`config.mk`:
```
export PLATFORM = sky130hd
export DESIGN_NAME = vsync_line_irq
export DESIGN_NICKNAME = d
export VERILOG_FILES = /design/src/rtl/vsl_pkg.sv /design/src/rtl/vsl_trc_detect.sv /design/src/rtl/vsl_sync_gen.sv /design/src/rtl/vsl_line_irq.sv /design/src/rtl/vsync_line_irq.sv
export SDC_FILE = /design/constraint.sdc
export NUM_CORES = 1
export LEC_CHECK = 0
export ABC_AREA = 1
export BUFFER_PORTS_ARGS = -buffer_cell sky130_fd_sc_hd__buf_2
export CORE_AREA = 4 4 95 97
export CTS_CLUSTER_DIAMETER = 50
export DETAILED_ROUTE_END_ITERATION = 16
export DIE_AREA = 0 0 99 101
export PLACE_DENSITY = 0.77
export SLEW_MARGIN = 30
export SYNTH_ARGS = -nofsm -noshare
export SYNTH_HDL_FRONTEND = slang
export SYNTH_SLANG_ARGS = --single-unit
```
`constraint.sdc`:
```
create_clock -name clk -period 3.1 [get_ports clk]
set_input_delay 0.62 -clock clk [delete_from_list [all_inputs] [get_ports clk]]
set_output_delay 0.62 -clock clk [all_outputs]
set_load 0.02 [all_outputs]
```
`src/rtl/vsl_pkg.sv`:
```
package vsl_pkg;
    typedef enum logic [1:0] {
        HUNT   = 2'd0,
        SAW_FF = 2'd1,
        SAW_Z1 = 2'd2,
        SAW_Z2 = 2'd3
    } trc_state_e;

    typedef enum logic [1:0] {
        SRC_EMBED = 2'd0,
        SRC_EXT   = 2'd1,
        SRC_GEN   = 2'd2
    } sync_src_e;

    localparam logic [7:0] TRC_ONES  = 8'hFF;
    localparam logic [7:0] TRC_ZERO  = 8'h00;
    localparam int         XY_MARK   = 7;
    localparam int         XY_VFLAG  = 5;
    localparam int         XY_HFLAG  = 4;
endpackage

```
`src/rtl/vsl_trc_detect.sv`:
```
module vsl_trc_detect
    import vsl_pkg::*;
(
    input  logic       clk,
    input  logic       rst,
    input  logic [7:0] din,
    output logic       code_stb,
    output logic       code_v,
    output logic       code_h
);
    trc_state_e state_q, state_d;

    always_ff @(posedge clk) begin
        if (rst) state_q <= HUNT;
        else     state_q <= state_d;
    end

    always_comb begin
        state_d = HUNT;
        unique case (state_q)
            HUNT:   state_d = (din == TRC_ONES) ? SAW_FF : HUNT;
            SAW_FF: begin
                if (din == TRC_ZERO)      state_d = SAW_Z1;
                else if (din == TRC_ONES) state_d = SAW_FF;
                else                      state_d = HUNT;
            end
            SAW_Z1: begin
                if (din == TRC_ZERO)      state_d = SAW_Z2;
                else if (din == TRC_ONES) state_d = SAW_FF;
                else                      state_d = HUNT;
            end
            SAW_Z2: state_d = (din == TRC_ONES) ? SAW_FF : HUNT;
            default: state_d = HUNT;
        endcase
    end

    always_ff @(posedge clk) begin
        if (rst) begin
            code_stb <= 1'b0;
            code_v   <= 1'b0;
            code_h   <= 1'b0;
        end else begin
            code_stb <= (state_q == SAW_Z2) && din[XY_MARK];
            if ((state_q == SAW_Z2) && din[XY_MARK]) begin
                code_v <= din[XY_VFLAG];
                code_h <= din[XY_HFLAG];
            end
        end
    end
endmodule

```
`src/rtl/vsl_sync_gen.sv`:
```
module vsl_sync_gen #(
    parameter int LINE_W = 11,
    parameter int PIX_W  = 12
) (
    input  logic              clk,
    input  logic              rst,
    input  logic [LINE_W-1:0] gen_lines,
    input  logic [PIX_W-1:0]  gen_pixels,
    output logic              gen_v,
    output logic              gen_h,
    output logic              gen_tick
);
    logic [PIX_W-1:0]  pix_q;
    logic [LINE_W-1:0] line_q;
    logic              pix_last, line_last;

    always_comb begin
        pix_last  = (pix_q  >= gen_pixels - 1'b1);
        line_last = (line_q >= gen_lines  - 1'b1);
        gen_v     = (line_q == '0);
        gen_h     = (pix_q  == '0);
    end

    always_ff @(posedge clk) begin
        if (rst) begin
            pix_q    <= '0;
            line_q   <= '0;
            gen_tick <= 1'b0;
        end else begin
            gen_tick <= pix_last;
            if (pix_last) begin
                pix_q  <= '0;
                line_q <= line_last ? '0 : line_q + 1'b1;
            end else begin
                pix_q  <= pix_q + 1'b1;
            end
        end
    end
endmodule

```
`src/rtl/vsl_line_irq.sv`:
```
module vsl_line_irq #(
    parameter int LINE_W = 11
) (
    input  logic              clk,
    input  logic              rst,
    input  logic              sync_v,
    input  logic              line_tick,
    input  logic [LINE_W-1:0] cmp_line,
    output logic [LINE_W-1:0] cnt,
    output logic              irq
);
    logic              vs_q, rising, load;
    logic [LINE_W-1:0] cnt_next;

    always_comb begin
        rising   = sync_v & ~vs_q;
        load     = rising | line_tick;
        cnt_next = rising ? '0 : cnt + 1'b1;
    end

    always_ff @(posedge clk) begin
        if (rst) begin
            vs_q <= 1'b0;
            cnt  <= '0;
            irq  <= 1'b0;
        end else begin
            vs_q <= sync_v;
            irq  <= load && (cnt_next == cmp_line);
            if (load) cnt <= cnt_next;
        end
    end
endmodule

```
`src/rtl/vsync_line_irq.sv`:
```
module vsync_line_irq
    import vsl_pkg::*;
#(
    parameter int LINE_W = 11,
    parameter int PIX_W  = 12
) (
    input  logic              clk,
    input  logic              rst,
    input  logic [7:0]        pix_byte,
    input  logic              dir_out,
    input  logic              ext_sel,
    input  logic              ext_vsync,
    input  logic              ext_hsync,
    input  logic [LINE_W-1:0] cmp_line,
    input  logic [LINE_W-1:0] gen_lines,
    input  logic [PIX_W-1:0]  gen_pixels,
    output logic              irq,
    output logic              sync_oe,
    output logic              vd_out,
    output logic              hd_out
);
    logic              code_stb, code_v, code_h;
    logic              emb_v, emb_tick;
    logic              ext_v_r, ext_h_r, ext_h_q;
    logic              gen_v, gen_h, gen_tick;
    logic              sel_v, sel_tick;
    logic [LINE_W-1:0] cnt;
    sync_src_e         src;

    vsl_trc_detect u_detect (
        .clk      (clk),
        .rst      (rst),
        .din      (pix_byte),
        .code_stb (code_stb),
        .code_v   (code_v),
        .code_h   (code_h)
    );

    // embedded path: only SAV codes move the sync level and the line tick
    always_ff @(posedge clk) begin
        if (rst) begin
            emb_v    <= 1'b0;
            emb_tick <= 1'b0;
        end else begin
            emb_tick <= code_stb & ~code_h;
            if (code_stb & ~code_h) emb_v <= code_v;
        end
    end

    // external pin path: one register stage, then edge detect on hsync
    always_ff @(posedge clk) begin
        if (rst) begin
            ext_v_r <= 1'b0;
            ext_h_r <= 1'b0;
            ext_h_q <= 1'b0;
        end else begin
            ext_v_r <= ext_vsync;
            ext_h_r <= ext_hsync;
            ext_h_q <= ext_h_r;
        end
    end

    vsl_sync_gen #(.LINE_W(LINE_W), .PIX_W(PIX_W)) u_gen (
        .clk        (clk),
        .rst        (rst),
        .gen_lines  (gen_lines),
        .gen_pixels (gen_pixels),
        .gen_v      (gen_v),
        .gen_h      (gen_h),
        .gen_tick   (gen_tick)
    );

    always_comb begin
        if (dir_out)      src = SRC_GEN;
        else if (ext_sel) src = SRC_EXT;
        else              src = SRC_EMBED;
    end

    always_comb begin
        sel_v    = 1'b0;
        sel_tick = 1'b0;
        unique case (src)
            SRC_EMBED: begin sel_v = emb_v;   sel_tick = emb_tick;           end
            SRC_EXT:   begin sel_v = ext_v_r; sel_tick = ext_h_r & ~ext_h_q; end
            SRC_GEN:   begin sel_v = gen_v;   sel_tick = gen_tick;           end
            default:   begin sel_v = 1'b0;    sel_tick = 1'b0;               end
        endcase
    end

    vsl_line_irq #(.LINE_W(LINE_W)) u_count (
        .clk       (clk),
        .rst       (rst),
        .sync_v    (sel_v),
        .line_tick (sel_tick),
        .cmp_line  (cmp_line),
        .cnt       (cnt),
        .irq       (irq)
    );

    always_comb begin
        sync_oe = dir_out;
        vd_out  = dir_out & gen_v;
        hd_out  = dir_out & gen_h;
    end
endmodule

```
==> results.tsv <==
stage	metric	value	unit
worst_setup_path	arrival	3.13	ns
cells_and_area	drive_gt1_share	15.7	%
pwr	powerDensity	286	nW/um2
clock_network	cts_tree	yes	
worst_setup_path	r2r_start	u_gen.line_q[0]	
worst_setup_path	crit_path_start	gen_pixels[0]	
pwr	ir_drop	0.175	mV
synthesis	async_flop_share	0	%
clock_network	clock-root-buffer	clkbuf_8	
sta	hold_viol	0	
detailed_routing	drtIter0Drc	94	
placement	numPortBuffers	51	
synthesis	ys.flop_type	dfxtp_1	
synthesis	synth_enable_flop_cells	0	
sta	slew_violations	0	
run	maxCapViolations	0	
synthesis	synth_area	3570	um2
clock_network	postCtsSetupRepairBufs	0	
cells_and_area	final_cells	709	
clock_network	clk_latency	0.30	ns
clock_network	cts_sinks	47	
worst_hold_path	min-delay-start	ext_h_r	
global_routing	track_usage	15.8	%
pwr	fin_total_pwr	1.18	mW
cells_and_area	nNetsFinal	684	
cells_and_area	fill_cells	817	
cells_and_area	area.growth.synth_to_final	15.0	%
placement	place_ws	-0.133	ns
worst_setup_path	startpoint_type	input pin	
clock_network	ctsLongestPathBuffers	2	
cells_and_area	final_cell_mix	nand2_1, inv_1, nor2_1	
placement	dp_hpwl	6.44	mm
sta	finalSetupViolCount	0	
global_routing	grt_max_degree	31	
sta	fin_crit	2.91	ns
placement	gp_congestion	0.932	
sta	max_freq	344	MHz
worst_setup_path	required	3.32	ns
sta	finalCritPeriodShare	93.8	%
detailed_routing	drt-wirelength-per-cell	11.1	um
sta	fin_skew	0.0103	ns
detailed_routing	drc_errors	0	
detailed_routing	routed_via_density	4.93	
detailed_routing	num_vias	3498	
clock_network	post_cts_resized	0	
sta	whs	0.446	ns
floorplan	placementRows	33	
synthesis	seq_area_frac_synth	26.3	%
sta	tightest_slew	0.613	ns
worst_hold_path	holdCritPathClass	reg2reg	
detailed_routing	postRouteAntennaNets	0	
worst_setup_path	crit_type	in2reg	
synthesis	syn_nets	620	
outcome	status	finished clean	
global_routing	antenna_found_initial	0	
worst_setup_path	critPathCaptureType	flop	
pwr	p_leak	1.95	nW
global_routing	grt_pass1_wl	13.2	mm
synthesis	synth_cells	539	
global_routing	first_global_vias	3146	
floorplan	die_x	99	um
detailed_routing	finalWirelength	7.87	mm
floorplan	initial_utilization	43.9	%
synthesis	synth.avg_cell_area	6.63	um2
worst_setup_path	worstPathMaxFanout	11	
cells_and_area	final_common_cell	nand2_1	
cells_and_area	antenna_cells	0	
clock_network	clk_pin_slew	0.09	ns
synthesis	ys_ff_latch	47	
clock_network	cts_buffers	5	
sta	fin_ws	0.193	ns
clock_network	htree_levels	2	
global_routing	grt.overflow.total	0	
floorplan	io_pins	52	
floorplan	dieHeight	101	um
synthesis	synth.distinct_cells	38	
placement	dp.cells	701	
sta	relSlewSlack	59.0	%
worst_setup_path	ff2ff_setup_slack	0.86	ns
cells_and_area	utilization	50.5	%
floorplan	die_area	10000	um2
synthesis	yosys_warnings	0	
detailed_routing	drt_pass1_iterations	4	
floorplan	fp.coreArea	8130	um2
clock_network	ctsHoldBuffers	0	
per-layer routing:
layer,global-route usage (%),share of wire [%],up-vias
met3,2.15,3.3,7
met5,0,0,-
met2,30.0,52,47
li1,-,-,1859
met1,18.3,43,1585
met4,4.52,1.2,0
worst max-delay path, stage by stage:
cell      delay [ns]
buf_2           0.09
inv_1           0.06
ha_1            0.18
nand2_1         0.12
nor3_2          0.16
nor3b_2         0.22
nand2_1         0.08
nor2_1          0.13
xor2_1          0.15
inv_1           0.06
ha_1            0.28
nand2_1         0.07
nor2_1          0.05
a211oi_2        0.18
nand4_2         0.15
inv_2           0.09
nand2_1         0.10
buf_4           0.21
a21oi_1         0.12
report_power, final:
part	leakage [nW]	switching, mW	internal, mW	total [mW]
logic	1.52	0.114	0.0797	0.193
registers	0.380	0.00733	0.612	0.619
clock network	0.0412	0.205	0.158	0.363
total	1.95	0.326	0.850	1.18
stage by stage:
step | TNS [ns] | area [um2]
3_5_place_dp | -1.90 | 4020
5_1_grt | -0.0964 | 4110
2_1_floorplan | 0 | 3570
6_report | 0 | 4110
3_3_place_gp | -0.0250 | 4020
4_1_cts | 0 | 4100
logic make-up (layout without fill, tap and decap cells):
logic type               Yosys count  count (layout)  synth area share, %
AND/OR/NAND/NOR                  289             289                 36.6
buffers and inverters             87             152                 9.95
AO/OA/AOI/OAI                     51              51                 7.71
flip-flops                        47              47                 26.3
adder cells (fa/ha/maj)           33              33                 11.6
XOR/XNOR                          32              32                 7.85
flip-flops by register name, indices dropped and copies added (netlist names), 2 cells and up:
name	flops
u_detect.state_q	2
u_gen.line_q	11
u_count.cnt	11
u_gen.pix_q	12
worst paths after layout:
path,endpoint,depth (start not counted)
setup / recovery,u_gen.pix_q[8],19
hold reg to reg,ext_h_q,2
hold / removal,ext_h_q,2
setup reg to reg,u_count.irq,13
cells in the mapped netlist (4+ instances only):
cell type	n	share of area [%]
a21oi_1	31	4.3
buf_2	5	0.70
dfxtp_1	47	26
ha_1	33	12
inv_1	69	7.3
inv_2	4	0.42
nand2_1	127	13
nand3_1	42	5.9
nand3b_1	7	1.5
nand4_1	10	1.8
nor2_1	70	7.4
nor3_1	8	1.1
nor4_1	8	1.4
o21ai_0	13	1.8
xnor2_1	10	2.5
xor2_1	22	5.4
layout make-up:
type	instances	area (um2)	area share (%)
Tap cell	105	131	3.20
Sequential cell	47	941	22.9
Timing Repair Buffer	68	383	9.32
Clock buffer	6	72.6	1.77
Clock inverter	2	12.5	0.305
Multi-Input combinational cell	405	2280	55.6
Inverter	76	285	6.94
Power figures use the tool's default switching activity.
